[config.mk]
export PLATFORM = sky130hd
export DESIGN_NAME = quad_mod
export DESIGN_NICKNAME = d
export VERILOG_FILES = /design/src/rtl/quad_mod.sv
export SDC_FILE = /design/constraint.sdc
export NUM_CORES = 1
export LEC_CHECK = 0
export ABC_AREA = 1
export BUFFER_PORTS_ARGS = -buffer_cell sky130_fd_sc_hd__buf_4
export CORE_ASPECT_RATIO = 1.25
export CORE_UTILIZATION = 55
export DETAILED_ROUTE_END_ITERATION = 10
export PLACE_DENSITY = 0.71
export SLEW_MARGIN = 20
export SYNTH_ARGS = -nofsm -noshare
export SYNTH_HDL_FRONTEND = slang
export SYNTH_SLANG_ARGS = --single-unit
[constraint.sdc]
create_clock -name clk -period 12.6 [get_ports clk]
set_input_delay 1.26 -clock clk [delete_from_list [all_inputs] [get_ports clk]]
set_output_delay 1.26 -clock clk [all_outputs]
set_load 0.01 [all_outputs]
[src/rtl/quad_mod.sv]
module quad_mod #(
  parameter int DW = 12,
  parameter int CW = 12,
  localparam int PW = DW + CW,
  localparam int OW = PW + 1
) (
  input  logic                 clk,
  input  logic                 rst_n,
  input  logic                 in_valid,
  input  logic signed [DW-1:0] i_smp,
  input  logic signed [DW-1:0] q_smp,
  input  logic signed [CW-1:0] cos_smp,
  input  logic signed [CW-1:0] sin_smp,
  input  logic [1:0]           neg_sel,
  output logic                 out_valid,
  output logic signed [OW-1:0] out_smp
);

  logic signed [PW-1:0] prod_i, prod_q;
  logic signed [PW-1:0] term_i, term_q;
  logic                 stg_v;

  assign prod_i = i_smp * cos_smp;
  assign prod_q = q_smp * sin_smp;

  always_ff @(posedge clk) begin
    if (!rst_n) begin
      stg_v     <= 1'b0;
      term_i    <= '0;
      term_q    <= '0;
      out_valid <= 1'b0;
      out_smp   <= '0;
    end else begin
      stg_v     <= in_valid;
      out_valid <= stg_v;
      if (in_valid) begin
        term_i <= neg_sel[0] ? -prod_i : prod_i;
        term_q <= neg_sel[1] ? -prod_q : prod_q;
      end
      if (stg_v)
        out_smp <= {term_i[PW-1], term_i} + {term_q[PW-1], term_q};
    end
  end

endmodule

# After elaboration in Yosys (flattened, before gate mapping)
# Cells that the tools add are included.
# op_classes
add_sub_neg	3
mul	2
mux	2
# op_table
op	n
multiplier 12 x 12 -> 24 bit	2
two-way mux 24 bit	2
negator 24 bit	2
adder 24 x 24 -> 25 bit	1
# word_totals
regBits	75
output_inout_bits	26
wordCells	12

# Depth between registers and ports, before layout
# Gate-level depths: netlist of the first run.
# depth
ltp_word	3
mapped_depth	32
ltp_nobuf	31

# Worst setup path after synthesis of the first run
# No wires, ideal clock.
# synth_timing
kind	input -> register
start	input i_smp[7]
end	register term_i[23]
setup_time_ns	0.109
arrival_time_ns	6.049
required_ns	12.491
slack_ns	6.442
path_stages	29
n_path_buf	1
path_cell_list	clkbuf_1 > nand2_1 > fa_1 > fa_1 > fa_1 > inv_1 > fa_1 > inv_1 > fa_1 > inv_1 > ha_1 > nand2_1 > inv_1 > a21oi_1 > nand2_1 > nand2_1 > nand2_1 > nor2_1 > nand2_1 > nor2_2 > nand3_1 > nand2_1 > nand2_1 > nand2_1 > nand2_1 > nand2_1 > nand3_1 > nand2_1 > inv_1
# synth_via
elab_chain_len	3
# synth_lines
item	line	source
start, declared	10	input logic signed [DW-1:0] i_smp,
multiplier 12 x 12 -> 24 bit *	23	assign prod_i = i_smp * cos_smp;
negator 24 bit	37	term_i <= neg_sel[0] ? -prod_i : prod_i;
two-way mux 24 bit *	37	
end signal, assigned	37	
end, declared	20	logic signed [PW-1:0] term_i, term_q;
# Every way passes the cells marked *; elsewhere a longest branch is shown, timed or not.
# A chain may end at the register's enable or synchronous reset.

# Worst setup path after layout of the first run
# layout_timing
start	input cos_smp[11]
end	register term_i[23]
# layout_via
elab_chain_len	3
# layout_lines
item	line	source
start, declared	12	input logic signed [CW-1:0] cos_smp,
multiplier 12 x 12 -> 24 bit *	23	
negator 24 bit	37	
two-way mux 24 bit *	37	
# Marked as above.

==> results of run 1 <==
routing by layer:
metal  part of all wire (%)  wire length (microns)  track usage [%]
met1                     41                  15430            30.38
met2                     53                  20150            50.92
met3                    2.6                    991            1.979
met4                    3.2                   1211            9.169
met5                      0                      0                0
synthesized netlist by cell type, types with 24 or more instances:
master	n
nor2_1	118
xor2_1	37
a21oi_1	90
nand2_1	616
o21ai_0	68
xnor2_1	24
nand3_1	78
clkbuf_1	68
ha_1	128
inv_1	629
fa_1	277
dfxtp_1	75
worst max-delay path, delay by kind of cell:
kind | cells | cell delay, ps
AO/OA/AOI/OAI | 1 | 180
adder cells (fa/ha/maj) | 6 | 2750
buffers and inverters | 7 | 490
AND/OR/NAND/NOR | 16 | 1720
final timing paths:
kind	from	endpoint	slack, ps
hold / removal	out_smp[24]	out_smp[24]	470
hold reg to reg	out_smp[24]	out_smp[24]	470
setup reg to reg	term_q[0]	out_smp[18]	9950
setup / recovery	cos_smp[11]	term_i[23]	6440
final cells by class:
| class | count | area, sq um |
|---|---|---|
| repair buffers | 79 | 593.1 |
| clock buffers | 10 | 239.0 |
| clock inverters | 6 | 136.4 |
| flip-flops and latches | 75 | 1501 |
| well taps | 396 | 495.5 |
| inverters | 633 | 2376 |
| fillers | 2801 | 11710 |
| multi-input cells | 1554 | 12470 |
kinds of logic (layout without fill, tap and decap cells):
family          Yosys count  after routing  share of synthesized area [%]
compound gates          207            207                          7.014
fa+ha+maj               405            405                          42.99
simple gates            881            881                          21.79
xor+xnor                 61             61                          3.214
flops                    75             75                          9.031
buf+inv                 706            728                          15.96
per-stage QoR:
stage               utilization (%)  area (sq um)  std cells  setup slack [ps]  hold WS [ps]
floorplan                         -         16620       2335              6442         453.1
global placement              59.07         17440       2737              6146         463.9
detailed placement            59.07         17440       2737              6068         464.2
CTS                           60.34         17810       2753              6432         473.3
global route                  60.34         17810       2753              6009         507.0
finish                        60.34         17810       2753              6436         472.5
registers in the layout, summed over array words and instances, names as in the netlist:
register   count
term_q        24
out_valid      1
stg_v          1
term_i        24
out_smp       25
==> results, run 1 <==
- The pin count of the biggest net entering global routing is 84.
- The wire length per cell is 13.72 microns.
- The ratio of cells with drive above 1 in the final layout is 5.812%.
- The endpoint kind of the worst setup timing path is a register.
- CTS built an H-tree with a depth of 3.
- The unique cell type count in the Yosys netlist is 42.
- After legalization and detailed placement, the total HPWL measured 32,330 microns.
- The total routed wirelength is 37,780 microns.
- The count of routing violations after the opening detailed-route iteration is 680.
- The global placement routability congestion is 0.9098.
- In the routed design, unresolved DRC markers number 0.
- The critical path in this run is classified as primary input to register.
- The worst setup path is launched from a primary input.
- Synthesis produced a netlist with a net count of 2,793.
- The clock transition time at the flip-flop clock pins of the worst setup and hold paths is 60 ps.
- The count of buffers added by post-CTS timing repair for setup is 0.
- For the pin with the worst max-slew slack, the measured transition is 721.4 ps.
- Summing over every cut layer, the via total after detailed routing is 13,880.
- The endpoint required time on the critical path is 12,840 ps.
- The summed instance area of the synthesized netlist is 0.01662 sq mm.
- Clock skew on the completed layout was measured at 6.285 ps.
- In this run the core area contains 70 standard-cell rows.
- The hold violation total from the final report was 0.
- The share of synthesized flip-flops with an asynchronous set or reset is 0%.
- The CTS buffer count is 9.
- The remaining number of nets flagged by the antenna check after routing is 0.
- The number of synthesized flops with an enable pin is 0.
- The number of warnings reported in the yosys synthesis log is 0.
- Dividing the detail-routed via count by the number of cells gives 5.043.
- After synthesis the netlist holds a flip-flop and latch count of 75.
- TritonCTS built the clock tree.
- The area growth from synthesis to layout is 7.135%.
- The number of buffers added on ports is 78.
- The area enclosed by the die boundary is 0.03093 sq mm.
- Buffers inserted to repair hold after CTS numbered 0.
- The arrival time of data at the critical path endpoint is 6410 ps.
- The deepest clock path buffer count is 2.
- The cell count of the worst reg-to-reg path is 17.
- The top-area cell type share of the netlist area is 33.36%.
- For this design the top-level I/O count stands at 79.
- The run finished with clean final reports.
- The path class of the lowest-slack min-delay path is register to register.
- The initial core utilization is 56.32%.
- The floorplan step set the die height to 196.4 microns.
- The clock sink total is 75.
- The most used flip-flop cell after synthesis is dfxtp_1.
- The library cell contributing the largest single delay on the critical path is fa_1.
- In this run the worst path has a maximum fanout of 13.
- 0 antenna diodes ended up in the layout.
- Setup repair after global routing left no endpoint under its margin.
- For this run, the top clock speed supported by timing is 162.2 MHz.
- The number of cells on the worst hold path is 2.
- The number of global-route vias before repair is 14,840.
- Max-cap violations in this run came to 0.
- The initial antenna violation count is 0.
- The share of the clock period used by the worst path is 48.92%.
- The final global-route overflow total is 0.
- The synthesized area per cell is 7.120 sq um.
- After clock tree synthesis, the repair step resized 0 gates.
- The floorplan die width is 157.5 microns.
- The root cell of the clock tree is clkbuf_16.
- The synthesized instance count is 2,335.
- The clock reaches the later pin of the worst-skew pair after 340 ps.
- The largest single stage delay on the critical path is 530 ps.
- The cell taking the most area after synthesis is fa_1.
- Counting stages on the worst path, the most repeated cell is nand2_1.
- The first-pass GRT wire length is 65,960 microns.
- The first detailed-routing pass took 5 iterations.
- Setup total negative slack on the finished layout was measured at 0 ps.
- The floorplan step defined a core boundary enclosing 0.02952 sq mm.
- The headroom to the max-slew limit is 51.91%.
- Setup violations remaining at the end of the flow were counted as 0.
- Leaving out fill and tap cells, the most frequent cell in the layout is inv_1.
- The overall track demand over capacity in global routing is 26.50%.
- Sequential elements use 9.031% of the synthesized area.
- Ranked by total cell area, the synthesized netlist is headed by fa_1 (33%), inv_1 (14%), nand2_1 (14%).
- The routed design could run at a clock period as short as 6164 ps.
- The net total in the final layout is 2,810.
- In the layout the commonest cells are inv_1 (629), nand2_1 (616), fa_1 (277).
- The final-report max-slew violation count is 0.
Power of run 1 is left out: the tool's default activity adds up to more than one toggle a clock period on the data nets, which glitch-free logic cannot reach.
==> run 2, diff against run 1 <==
==> constraint.sdc (replaced) <==
create_clock -name clk -period 5.7 [get_ports clk]
set_input_delay 0.57 -clock clk [delete_from_list [all_inputs] [get_ports clk]]
set_output_delay 0.57 -clock clk [all_outputs]
set_load 0.01 [all_outputs]
==> run 2 against run 1 <==
Die area unchanged. Final area increased by 1.0%. Non-clock buffer count increased by 28. Routed wire length increased by 1.7%. Count of clock-buffer cells in the layout decreased by 1. Sequential cell count unchanged. Global-route usage increased by 0.54 points. Via count increased by 0.45%. Critical path depth decreased by 3. Setup slack got worse by 6100 ps. Critical path type unchanged. Highest routed layer unchanged.
==> results, run 2 (synthesis results as in run 1) <==
- The library cell contributing the largest single delay on the critical path is fa_1.
- The final-report max-slew violation count is 0 (unchanged).
- The headroom to the max-slew limit was 52.35% (+0.45 points).
- The final routed DRC violation total came to 0 (unchanged).
- CTS placed an instance of clkbuf_16 at the clock tree root.
- The wire length per cell came to 13.81 microns (+0.64%).
- The largest registers in the layout are out_smp x25, term_i x24, term_q x24.
- The CTS buffer count is 9 (unchanged).
- The final setup skew is 9.104 ps (+2.820 ps).
- The flip-flop count of the largest register, all copies and words added is 25 (unchanged).
- The number of cells after detailed placement is 2,765 (+1.0%).
- The global placement routability congestion is 0.9100 (about the same).
- The via density per instance came to 5.015 (-0.56%).
- The number of iterations in the first detailed-routing pass is 5 (unchanged).
- The slew at the pin with the worst max-slew slack is 714.7 ps (-6.704 ps).
- The buffering stage count on the worst path with inverters included was 6 (-1).
- Compared with the post-synthesis result, the final layout area differs by 8.219%.
- The clock tree from TritonCTS is yes.
- The number of cell rows came to 70 (unchanged).
- The insertion delay to the later sink of the worst-skew pair is 330 ps (about the same).
- The ratio of cells with drive above 1 in the final layout is 7.463% (+1.7 points).
- The deepest clock path buffer count is 2 (unchanged).
- The antenna diode instance count is 0 (unchanged).
- The smallest clock period supported by the final layout is computed as 5373 ps.
- The final number of setup-violating endpoints is 0 (unchanged).
- The clock sink total is 75 (unchanged).
- The remaining number of nets flagged by the antenna check after routing is 0 (unchanged).
- The initial core utilization is 56.32% (unchanged).
- The die height came to 196.4 microns (unchanged).
- The number of hold buffers added after cts is 0 (unchanged).
- The detailed placement HPWL is 33,210 microns (+2.7%).
- The total I/O pin count is 79 (unchanged).
- The number of buffers added on ports is 78 (unchanged).
- The number of global-route vias before repair was 14,840 (-0.013%).
- The utilization of the core after routing is 60.95% (+0.61 points).
- The via count is 13,950 (+0.45%).
- The endpoint kind of the worst setup timing path is a register.
- The hold violation total from the final report came to 0 (unchanged).
- The clock transition time at the flip-flop clock pins of the worst setup and hold paths is 60 ps (about the same).
- Timing would allow up to 186.1 MHz.
- The tightest min-delay check is of the register to register type.
- The delay of the slowest cell on the worst path came to 530 ps (about the same).
- The area of the core is 0.02952 sq mm (unchanged).
- The largest fanout of any net on the critical path was 12 (-1).
- The net total in the final layout came to 2,838 (+1.0%).
- The number of levels in the clock H-tree was 3 (unchanged).
- The arrival time of data at the critical path endpoint is 5600 ps (-810 ps).
- The count of routing violations after the opening detailed-route iteration was 775 (+14%).
- The area enclosed by the die boundary is 0.03093 sq mm (unchanged).
- out_smp holds more flip-flops than any other register.
- The pin count of the biggest net entering global routing is 84 (unchanged).
- The floorplan die width was 157.5 microns (unchanged).
- The total routed wirelength was 38,410 microns (+1.7%).
- The run finished with clean final reports.
- The number of cells in the finished layout apart from fillers came to 2,781 (+1.0%).
- The final global-route overflow total is 0 (unchanged).
- The overall track demand over capacity in global routing was 27.04% (+0.54 points).
- The share of the clock period used by the worst path is 94.26%.
- The kind of cell with the highest combined delay on the critical path is adder cells.
- The most frequent standard cell in the layout excluding fill and tap cells is inv_1.
- The count of maximum capacitance violations is 0 (unchanged).
- The endpoint required time on the critical path is 5920 ps (-6920 ps).
- The first-pass GRT wire length is 67,320 microns (+2.1%).
- The initial antenna violation count was 0 (unchanged).
- In the layout the commonest cells are inv_1 (627), nand2_1 (613), fa_1 (276).
- By startpoint and endpoint, the worst setup path is classified as primary input to register.
- The worst setup path is launched from a primary input.
-- run 2: changes by cell type in the layout (fill, tap and decap cells not counted), moves of 2 or more --
cell and delta:
inv_2 +2, nor2_2 +2, a21oi_2 +2, nand2_2 +3, ha_1 -2, nand2_1 -3, nor2_1 -2, clkinvlp_4 +2
inv_1 -2, buf_4 +28, a21oi_1 -2, inv_6 +2, bufinv_16 -3
-- run 2: stage by stage --
step,hold slack (ps),setup TNS [ps],instance area (sq um),worst slack (ps)
after global routing,508.4,-30.50,17990,-25.81
final,470.7,0,17990,327.2
after detailed placement,463.0,-519.9,17650,-145.0
after floorplan,453.1,0,16620,232.0
after global placement,463.1,-162.5,17650,-99.09
after CTS,471.8,0,17950,190.7
-- run 2: tightest hold or removal path, delay by kind of cell, from the launching register on --
kind / cells / cell delay [ps]
flip-flops: 1 / 310
AO/OA/AOI/OAI: 1 / 50
AND/OR/NAND/NOR: 1 / 60
-- run 2: final timing paths --
kind	from	end	slack [ps]	cells after the start
worst min-delay path	out_smp[24]	out_smp[24]	470	2
worst max register to register	term_i[0]	out_smp[14]	3010	15
worst max-delay path	q_smp[11]	term_q[23]	330	27
worst min register to register	out_smp[24]	out_smp[24]	470	2
-- run 2: timing repair --
action | CTS | global route
setup buffers | 0 | 0
gates resized for setup | 0 | 13
hold endpoints to repair | 0 | 0
endpoints found under the setup margin | 0 | 7
-- run 2: layout make-up --
class                           count  area (sq um)
Inverter                          633          2376
Tap cell                          396         495.5
Timing Repair Buffer              107         803.3
Clock inverter                      7         75.07
Multi-Input combinational cell   1554         12510
Fill cell                        2790         11520
Sequential cell                    75          1501
Clock buffer                        9         225.2
-- run 2: layer usage --
layer  up-vias  part of all wire [%]  wire length, microns  global-route usage, %
met5         -                     0                     0                      0
met4         0                   2.7                  1030                  7.623
met3        74                   3.1                  1184                  2.067
met2       288                    54                 20670                  52.16
met1      6662                    40                 15520                  31.47
li1       6922                     -                     -                      -
Power of run 2 is left out for the same reason.
